## src/rtl/diag_pkg.sv

```systemverilog
package diag_pkg;
  typedef enum logic [2:0] {
    ST_IDLE,
    ST_HOLD_PUP,
    ST_TEST_RAIL,
    ST_TEST_SHORT,
    ST_TEST_OPEN,
    ST_WAIT_PERIOD,
    ST_FAULTED
  } diag_state_e;

  localparam int NUM_TESTS = 5;
  localparam int IDX_SHORT = 0;
  localparam int IDX_OPEN  = 1;
  localparam int IDX_RAIL  = 2;
  localparam int IDX_OCP   = 3;
  localparam int IDX_OTP   = 4;
endpackage

```

## src/rtl/diag_cfg_sync.sv

```systemverilog
module diag_cfg_sync
  import diag_pkg::*;
(
  input  logic                 clk_i,
  input  logic                 rst_ni,
  input  logic                 freeze_i,
  input  logic                 en_i,
  input  logic                 cont_i,
  input  logic                 clr_i,
  input  logic [NUM_TESTS-1:0] mask_i,
  output logic                 en_o,
  output logic                 cont_o,
  output logic [NUM_TESTS-1:0] mask_o,
  output logic                 en_rise_o,
  output logic                 clr_rise_o
);
  logic en_q, cont_q, clr_q, en_d, clr_d;
  logic [NUM_TESTS-1:0] mask_q;

  // fields written during the power-up check wait here until it ends
  always_ff @(posedge clk_i or negedge rst_ni) begin
    if (!rst_ni) begin
      en_q   <= 1'b0;
      cont_q <= 1'b0;
      clr_q  <= 1'b0;
      mask_q <= '0;
      en_d   <= 1'b0;
      clr_d  <= 1'b0;
    end else begin
      en_d  <= en_q;
      clr_d <= clr_q;
      if (!freeze_i) begin
        en_q   <= en_i;
        cont_q <= cont_i;
        clr_q  <= clr_i;
        mask_q <= mask_i;
      end
    end
  end

  assign en_o       = en_q;
  assign cont_o     = cont_q;
  assign mask_o     = mask_q;
  assign en_rise_o  = en_q & ~en_d;
  assign clr_rise_o = clr_q & ~clr_d;

  a_r2_frozen_during_pup: assert property (@(posedge clk_i) disable iff (!rst_ni)
    freeze_i |=> $stable(en_q) && $stable(mask_q));
endmodule

```

## src/rtl/diag_fsm.sv

```systemverilog
module diag_fsm
  import diag_pkg::*;
#(
  parameter int STEP_CYC   = 2000,
  parameter int PERIOD_CYC = 60000
) (
  input  logic        clk_i,
  input  logic        rst_ni,
  input  logic        en_i,
  input  logic        cont_i,
  input  logic        en_rise_i,
  input  logic        clr_rise_i,
  input  logic        abort_i,
  input  logic        trip_ev_i,
  output diag_state_e state_o,
  output logic        pup_o,
  output logic        busy_o
);
  localparam int MAX_CYC = (STEP_CYC > PERIOD_CYC) ? STEP_CYC : PERIOD_CYC;
  localparam int CW      = $clog2(MAX_CYC + 1);
  localparam logic [CW-1:0] STEP_LAST   = CW'(STEP_CYC - 1);
  localparam logic [CW-1:0] PERIOD_LAST = CW'(PERIOD_CYC - 1);

  diag_state_e state_q, state_d;
  logic [CW-1:0] cnt_q, cnt_d;
  logic pup_q, pup_d;
  logic step_done, timed;

  assign step_done = (cnt_q == STEP_LAST);
  assign timed = (state_q == ST_HOLD_PUP) || (state_q == ST_TEST_RAIL) ||
                 (state_q == ST_TEST_SHORT) || (state_q == ST_TEST_OPEN) ||
                 (state_q == ST_WAIT_PERIOD);

  always_comb begin
    state_d = state_q;
    pup_d   = pup_q;
    if (trip_ev_i) begin
      state_d = ST_FAULTED;
      pup_d   = 1'b0;
    end else if (pup_q && abort_i) begin
      state_d = ST_IDLE;
      pup_d   = 1'b0;
    end else if (clr_rise_i) begin
      state_d = ST_IDLE;
    end else begin
      unique case (state_q)
        ST_IDLE:       if (en_rise_i) state_d = ST_TEST_RAIL;
        ST_HOLD_PUP:   if (step_done) state_d = ST_TEST_RAIL;
        ST_TEST_RAIL:  if (step_done) state_d = ST_TEST_SHORT;
        ST_TEST_SHORT: if (step_done) state_d = ST_TEST_OPEN;
        ST_TEST_OPEN: begin
          if (step_done) begin
            if (pup_q) begin
              state_d = ST_IDLE;
              pup_d   = 1'b0;
            end else if (cont_i && en_i) begin
              state_d = ST_WAIT_PERIOD;
            end else begin
              state_d = ST_IDLE;
            end
          end
        end
        ST_WAIT_PERIOD: begin
          if (!cont_i || !en_i)        state_d = ST_IDLE;
          else if (cnt_q == PERIOD_LAST) state_d = ST_TEST_RAIL;
        end
        ST_FAULTED: state_d = ST_FAULTED;
        default:    state_d = ST_IDLE;
      endcase
    end
    if (state_d != state_q) cnt_d = '0;
    else if (timed)         cnt_d = cnt_q + 1'b1;
    else                    cnt_d = cnt_q;
  end

  always_ff @(posedge clk_i or negedge rst_ni) begin
    if (!rst_ni) begin
      state_q <= ST_HOLD_PUP;
      cnt_q   <= '0;
      pup_q   <= 1'b1;
    end else begin
      state_q <= state_d;
      cnt_q   <= cnt_d;
      pup_q   <= pup_d;
    end
  end

  assign state_o = state_q;
  assign pup_o   = pup_q;
  assign busy_o  = (state_q == ST_TEST_RAIL) || (state_q == ST_TEST_SHORT) ||
                   (state_q == ST_TEST_OPEN);

  a_r1_pup_never_returns: assert property (@(posedge clk_i) disable iff (!rst_ni)
    !pup_q |=> !pup_q);
  a_r5_wait_leaves_without_cont: assert property (@(posedge clk_i) disable iff (!rst_ni)
    (state_q == ST_WAIT_PERIOD) && !cont_i |=> state_q != ST_WAIT_PERIOD);
  a_r3_abort_ends_pup: assert property (@(posedge clk_i) disable iff (!rst_ni)
    pup_q && abort_i |=> !pup_q);
endmodule

```

## src/rtl/diag_fault_latch.sv

```systemverilog
module diag_fault_latch
  import diag_pkg::*;
(
  input  logic                 clk_i,
  input  logic                 rst_ni,
  input  diag_state_e          state_i,
  input  logic                 rail_i,
  input  logic                 short_i,
  input  logic                 open_i,
  input  logic                 ocp_i,
  input  logic                 otp_i,
  input  logic [NUM_TESTS-1:0] mask_i,
  input  logic                 clr_rise_i,
  output logic                 ev_any_o,
  output logic                 trip_o,
  output logic                 flag_o
);
  logic [NUM_TESTS-1:0] ev;
  logic trip_q, flag_q, shown;

  // load tests count only inside their own window; protection always counts
  assign ev[IDX_SHORT] = (state_i == ST_TEST_SHORT) & short_i;
  assign ev[IDX_OPEN]  = (state_i == ST_TEST_OPEN)  & open_i;
  assign ev[IDX_RAIL]  = (state_i == ST_TEST_RAIL)  & rail_i;
  assign ev[IDX_OCP]   = ocp_i;
  assign ev[IDX_OTP]   = otp_i;

  assign ev_any_o = |ev;
  assign shown    = |(ev & ~mask_i);

  always_ff @(posedge clk_i or negedge rst_ni) begin
    if (!rst_ni) begin
      trip_q <= 1'b0;
      flag_q <= 1'b0;
    end else begin
      if (ev_any_o)        trip_q <= 1'b1;
      else if (clr_rise_i) trip_q <= 1'b0;
      if (shown)           flag_q <= 1'b1;
      else if (clr_rise_i) flag_q <= 1'b0;
    end
  end

  assign trip_o = trip_q;
  assign flag_o = flag_q;

  a_r6_flag_sticky: assert property (@(posedge clk_i) disable iff (!rst_ni)
    flag_q && !clr_rise_i |=> flag_q);
  a_r8_masked_still_trips: assert property (@(posedge clk_i) disable iff (!rst_ni)
    ev_any_o |=> trip_q);
  a_r8_masked_hides_pin: assert property (@(posedge clk_i) disable iff (!rst_ni)
    !flag_q && ((ev & ~mask_i) == '0) |=> !flag_q);
endmodule

```

## src/rtl/load_diag_seq.sv

```systemverilog
module load_diag_seq
  import diag_pkg::*;
#(
  parameter int STEP_CYC   = 2000,
  parameter int PERIOD_CYC = 60000
) (
  input  logic       clk_i,
  input  logic       rst_ni,
  input  logic       diag_en_i,
  input  logic       diag_cont_i,
  input  logic       diag_clr_i,
  input  logic [4:0] ignore_mask_i,
  input  logic       rail_short_i,
  input  logic       out_short_i,
  input  logic       open_load_i,
  input  logic       over_cur_i,
  input  logic       over_temp_i,
  output logic       amp_en_o,
  output logic       fault_no,
  output logic       diag_busy_o,
  output logic       pwrup_hold_o
);
  logic en_q, cont_q, en_rise, clr_rise, pup, ev_any, trip, flag;
  logic [NUM_TESTS-1:0] mask_q;
  diag_state_e state;

  diag_cfg_sync u_cfg (
    .clk_i, .rst_ni,
    .freeze_i   (pup),
    .en_i       (diag_en_i),
    .cont_i     (diag_cont_i),
    .clr_i      (diag_clr_i),
    .mask_i     (ignore_mask_i),
    .en_o       (en_q),
    .cont_o     (cont_q),
    .mask_o     (mask_q),
    .en_rise_o  (en_rise),
    .clr_rise_o (clr_rise)
  );

  diag_fsm #(.STEP_CYC(STEP_CYC), .PERIOD_CYC(PERIOD_CYC)) u_fsm (
    .clk_i, .rst_ni,
    .en_i       (en_q),
    .cont_i     (cont_q),
    .en_rise_i  (en_rise),
    .clr_rise_i (clr_rise),
    .abort_i    (diag_clr_i),
    .trip_ev_i  (ev_any),
    .state_o    (state),
    .pup_o      (pup),
    .busy_o     (diag_busy_o)
  );

  diag_fault_latch u_latch (
    .clk_i, .rst_ni,
    .state_i    (state),
    .rail_i     (rail_short_i),
    .short_i    (out_short_i),
    .open_i     (open_load_i),
    .ocp_i      (over_cur_i),
    .otp_i      (over_temp_i),
    .mask_i     (mask_q),
    .clr_rise_i (clr_rise),
    .ev_any_o   (ev_any),
    .trip_o     (trip),
    .flag_o     (flag)
  );

  assign amp_en_o     = ~pup & ~trip;
  assign fault_no     = ~flag;
  assign pwrup_hold_o = pup;

  a_r6_fault_pin_means_off: assert property (@(posedge clk_i) disable iff (!rst_ni)
    !fault_no |-> !amp_en_o);
  a_r1_hold_means_off: assert property (@(posedge clk_i) disable iff (!rst_ni)
    pwrup_hold_o |-> !amp_en_o);
  a_r10_protect_always: assert property (@(posedge clk_i) disable iff (!rst_ni)
    over_cur_i || over_temp_i |=> !amp_en_o);
  a_r11_no_busy_when_tripped: assert property (@(posedge clk_i) disable iff (!rst_ni)
    trip |-> !diag_busy_o);
endmodule

```

## config.mk

```make
export PLATFORM = sky130hd
export DESIGN_NAME = load_diag_seq
export DESIGN_NICKNAME = d
export VERILOG_FILES = /design/src/rtl/diag_pkg.sv /design/src/rtl/diag_cfg_sync.sv /design/src/rtl/diag_fsm.sv /design/src/rtl/diag_fault_latch.sv /design/src/rtl/load_diag_seq.sv
export SDC_FILE = /design/constraint.sdc
export NUM_CORES = 1
export LEC_CHECK = 0
export CAP_MARGIN = 10
export CORE_MARGIN = 10
export CORE_UTILIZATION = 50
export CTS_BUF_LIST = sky130_fd_sc_hd__clkbuf_2
export DETAILED_ROUTE_END_ITERATION = 6
export HOLD_SLACK_MARGIN = 0.02
export PLACE_DENSITY_LB_ADDON = 0.08
export SLEW_MARGIN = 5
export SYNTH_ARGS = -nofsm -noshare
export SYNTH_HDL_FRONTEND = slang
export SYNTH_SLANG_ARGS = --single-unit
```

## constraint.sdc

```tcl
create_clock -name clk_i -period 5.41 [get_ports clk_i]
set_input_delay 1.082 -clock clk_i [delete_from_list [all_inputs] [get_ports clk_i]]
set_output_delay 1.082 -clock clk_i [all_outputs]
set_load 0.05 [all_outputs]
```

# Word-level counts from Yosys, hierarchy flattened
# Cells that the tools add are included.
# totals
reg_bits	32
latch_bits	0
ram_bits	0
romBits	0
out_inout_bits	4
mem_count	0
# op_classes
addsub	1
multipliers	0
div	0
n_lt_le_gt_ge	0
eq_ne	10
n_shift	0
muxes	23
bitwise	13
reduce_logical	20
# ops
operator	count
two-way mux 3 bit	12
two-way mux 16 bit	2
case mux 3 bit (7 select lines)	1
adder 16 x 1 -> 16 bit (second input constant)	1
equality test 16 x 11 -> 1 bit (second input constant)	1
equality test 16 bit (second input constant)	1
OR reduction 5 bit	2
equality test 3 bit (second input constant)	3
two-way mux 1 bit	8
logical OR 1 bit	7
AND 1 bit	6
equality test 3 x 2 -> 1 bit (second input constant)	2
nonzero test 2 bit	3
nonzero test 3 bit	2
AND 5 bit	1
inverter 1 bit	5
inverter 5 bit	1
equality test 3 x 1 -> 1 bit (second input constant)	1
zero test 3 bit	1
!= test 3 x 1 -> 1 bit (second input constant)	1
!= test 3 bit	1
AND reduction 3 bit	1
logical AND 1 bit	2
zero test 1 bit	2

# Depth between registers and ports, before layout
# depth
word_depth	10
ltp_mapped	9
mapped_depth_nobuf	7

# Modules after synthesis
# From an unflattened synthesis, not the netlist that was laid out.
# hier_totals
cells_unflattened	184
area_unflattened_um2	1921.8
# modules_own_cells
mod	n_inst	cells_per_inst	area_each_um2
diag_fsm	1	143	1357.6
diag_cfg_sync	1	21	394.1
diag_fault_latch	1	18	162.7
load_diag_seq	1	2	7.5

# Worst setup path before layout
# No wires, ideal clock.
# synth_timing
kind	input to register
from	input out_short_i
to	register u_fsm.cnt_q[0]
setup_ns	0.101
t_arrival_ns	2.498
required_time_ns	5.309
setup_slack_ns	2.811
path_stages	7
path_cell_list	nand4b_1 > nand4_1 > buf_2 > or4_1 > o211a_4 > buf_6 > nor4_1
# synth_between
elab_chain_len	5
word_cells_on_any_way	6
# synth_rtl
element	line_no	source
start, declared	load_diag_seq.sv:14	input logic out_short_i,
AND 1 bit *	diag_fault_latch.sv:22	assign ev[IDX_SHORT] = (state_i == ST_TEST_SHORT) & short_i;
OR reduction 5 bit *	diag_fault_latch.sv:28	assign ev_any_o = |ev;
two-way mux 3 bit *	diag_fsm.sv:37	if (trip_ev_i) begin
!= test 3 bit *	diag_fsm.sv:71	if (state_d != state_q) cnt_d = '0;
two-way mux 16 bit / nonzero test 2 bit (equally long branches)	--	
end signal, assigned	diag_fsm.sv:83	cnt_q <= cnt_d;
end, declared	diag_fsm.sv:25	logic [CW-1:0] cnt_q, cnt_d;
# Every way passes the cells marked *; elsewhere a longest branch is shown, timed or not.
# A chain may end at the register's enable or synchronous reset.

# Final worst setup path
# layout_timing
from	register u_fsm.state_q[2], in the netlist u_fsm.state_o[2]
to	output diag_busy_o
# layout_between
elab_chain_len	3
word_cells_on_any_way	5
# layout_rtl
element	line_no	source
start, declared	diag_fsm.sv:24	diag_state_e state_q, state_d;
start signal, assigned	diag_fsm.sv:82	state_q <= state_d;
equality test 3 x 2 -> 1 bit	diag_fsm.sv:90	assign busy_o = (state_q == ST_TEST_RAIL) || (state_q == ST_TEST_SHORT) ||
logical OR 1 bit	diag_fsm.sv:90	
logical OR 1 bit *	diag_fsm.sv:90	
end, declared	load_diag_seq.sv:20	output logic diag_busy_o,
# Marks and branches as above.

==> key figures <==
Run status
  • Outcome: finished, final reports clean

Synthesis
  • Distinct cells, synth: 51
  • Syn Nets: 210
  • Seq/Total Area, Yosys: 40.9%
  • Async set-reset flop share out of synthesis: 100%
  • Mapped Cells: roughly 190
  • Post-Syn Area: between 1500 and 2000 um2
  • Number of flops mapped to enable cells by yosys: 0
  • Syn. warnings: 0
  • Synth Flop Type: dfrtp_1
  • #FFs+latches synth: 32
  • Syn avg cell area: slightly above 10 um2

Power and ir drop
  • Pwr Density: between 200 and 250 nW/um2
  • Max VDD drop: 0.149 mV
  • LEAKAGE: 0.000836 uW
  • Total power: 500 uW

Global routing
  • Largest net degree at the start of global routing: 33
  • First-pass GRT wire length: 7540 um
  • Initial antenna violation count: 0
  • Overflow after GRT: 0
  • Vias in the first global route: about 1600
  • Overall global routing resource usage: 14.2%

Detailed routing
  • Vias/cell: about 6.1
  • # DRC: 0
  • Routed len/inst: approximately 17 um
  • Vias: ~1600
  • Antenna Violating Nets Remaining: 0
  • Drt pass-1 iters: 4
  • DR iter-0 viols: 152
  • DRT Wirelength: 4460 um

STA
  • Slew headroom: 52.8%
  • Tcrit/Tclk final: between 60% and 70%
  • Unrepaired setup endpoints after global routing: no
  • Final Hold Viols: 0
  • Setup Skew: roughly 15 ps
  • Minimum clock period: 3530 ps
  • Setup_tns: 0 ps
  • Slew at the pin closest to its max-slew limit: 703 ps
  • Fmax: 0.283 GHz
  • Final hold slack: 425 ps
  • Setup violators final: 0
  • Final Slew Violations: 0

Floorplan
  • Die Y: 82.7 um
  • Die area: just under 7000 um2
  • Core area: 3740 um2
  • # IOs: 19
  • Std cell rows: 22
  • Die width: 82.7 um
  • Initial core utilization: 52.5%

Clocking
  • Clk slew on worst S/H paths: 180 ps
  • Post-CTS resize count: 0
  • Setup bufs post-CTS: 0
  • Clk Tree Root Cell: clkbuf_2
  • Hold buffer count at cts: 0
  • CTS tree: yes
  • CTS Buf Count: 5
  • Sink Count: 32
  • Latest clock arrival within the worst-skew pair: roughly 380 ps
  • Max clock buf depth: 2
  • Htree depth: 2

Worst setup path
  • Slowest CP cell: clkdlybuf4s50_1
  • CP bufs+invs: 1
  • CP delay by family, top: buffers and inverters
  • CP max stage delay: 810 ps
  • Critical-path cell list: nor2b_1 > nand2_1 > nand2_1 > clkdlybuf4s50_1
  • Crit Path Max Fanout: 18
  • Critical path endpoint category: output port
  • Worst EP required: 4330 ps
  • Most frequent CP cell: nand2_1
  • Critical path startpoint category: flop
  • Arrival @ worst endpoint: 2450 ps
  • Crit path kind: flop to output port

Final layout
  • Non-Filler Instances: approximately 260
  • Nets@finish: 228
  • Final Instance Area: 2220 um2
  • Layout cells sized above 1: 15.5%
  • Area growth from synthesis to layout: 13.2%
  • # diodes: 0
  • Filler cells: 349

Place
  • Dpl hpwl: 3140 um
  • Gpl congestion: between 0.8 and 0.9
  • Inst Count DP: 253
  • Placed inst area: 2160 um2
  • Buffers on Ports: 18

Flow run
  • # Max-Cap Violations: 0

Hold path
  • Worst Hold Class: flop to flop
where the power goes:
part	switching, uW	total [uW]	internal, uW
Sequential	12.8	265	252
Clock	86.8	162	75.4
Combinational	38.0	72.5	34.5
Total	138	500	362
path summary, 6_finish.rpt:
path | start | end | slack, ps | depth (start not counted)
worst max-delay path | u_fsm.state_o[2]$_DFF_PN0_ | diag_busy_o | 1880 | 4
worst min-delay path | u_cfg.clr_q$_DFFE_PN0N_ | u_cfg.clr_d$_DFF_PN0_ | 430 | 0
worst max register to register | u_fsm.state_o[1]$_DFF_PN0_ | u_fsm.cnt_q[11]$_DFFE_PN0P_ | 2640 | 5
worst min register to register | u_cfg.clr_q$_DFFE_PN0N_ | u_cfg.clr_d$_DFF_PN0_ | 430 | 0
max in group asynchronous | rst_ni | u_fsm.pup_o$_DFFE_PN1P_ | 4010 | 2
min in group asynchronous | rst_ni | u_cfg.cont_o$_DFFE_PN0N_ | 1060 | 2
cell usage after synthesis, drive strengths merged (3+ instances only):
| cell | number | share of area (%) |
|---|---|---|
| dfrtp | 30 | 38 |
| nor2b | 3 | 0.96 |
| o31ai | 3 | 1.8 |
| and3 | 5 | 1.6 |
| nand4b | 3 | 1.3 |
| o21ai | 6 | 1.7 |
| nor2 | 12 | 2.3 |
| nand2 | 12 | 2.4 |
| and2 | 3 | 0.96 |
| mux2 | 8 | 4.6 |
| nand4bb | 4 | 3.1 |
| buf | 8 | 2.6 |
| a21oi | 8 | 2.2 |
| xor2 | 7 | 3.1 |
| nand3 | 6 | 1.5 |
| nand4 | 5 | 1.6 |
| nor4 | 17 | 6.8 |
| nand2b | 6 | 1.9 |
| inv | 7 | 1.3 |
| nor3 | 9 | 2.3 |
| xnor2 | 7 | 3.1 |
registers in the layout, indices dropped and copies added, names as in the netlist:
signal          cells
u_cfg.en_d          1
u_cfg.en_o          1
u_fsm.state_o       3
u_cfg.clr_q         1
u_fsm.pup_o         1
u_latch.flag_o      1
u_latch.trip_o      1
u_cfg.mask_o        5
u_cfg.cont_o        1
u_fsm.cnt_q        16
u_cfg.clr_d         1
cells by family after synthesis:
kind of cell | after synthesis | share of synthesized area (%)
AOI/OAI and AO/OA | 28 | 12.4
adders and majority gates | 1 | 0.637
xor gates and xnor gates | 14 | 6.24
buffers and inverters | 15 | 3.95
and+or+nand+nor | 95 | 30.8
DFF | 32 | 40.9
muxes | 9 | 5.10
area by class of cell:
class	instances	area (um2)	area share (%)
multi-input combinational	147	1080	48.7
sequential	32	803	36.1
timing repair buffer	19	188	8.44
tap	48	60.1	2.70
clock inverter	3	37.5	1.69
inverter	7	26.3	1.18
clock buffer	5	25.0	1.13
metal layers:
layer / GRT usage, % / up-vias / wire length (um)
met2: 23.8 / 44 / 2210
met4: 6.35 / 0 / 114
met3: 5.08 / 13 / 315
met1: 15.8 / 770 / 1820
li1: - / 760 / -
met5: 0 / - / 0
stage by stage:
step                util [%]  setup slack, ps
floorplan                  -             2810
global placement        57.7             2080
detailed placement      57.7             1970
CTS                     59.4             1860
global route            59.4             1700
finish                  59.4             1880
cells in the final DEF, fill, tap and decap left out, types with 3 or more instances in the layout:
cell	synthesis	routed
clkbuf_2	0	5
nand2b_1	6	6
inv_1	7	7
clkdlybuf4s50_1	0	18
nor3_1	9	9
a21oi_1	7	7
nand3_1	6	6
nand4b_1	3	3
xor2_1	7	7
nand2_1	11	11
o21ai_0	5	5
and3_1	5	5
and2_1	3	3
nor2_1	12	12
dfrtp_1	30	30
mux2_2	8	8
nor2b_1	3	3
nor4_1	14	14
xnor2_1	7	7
nand4bb_1	3	3
nand4_1	5	5
No activity file was read; power rests on OpenSTA's default activity.
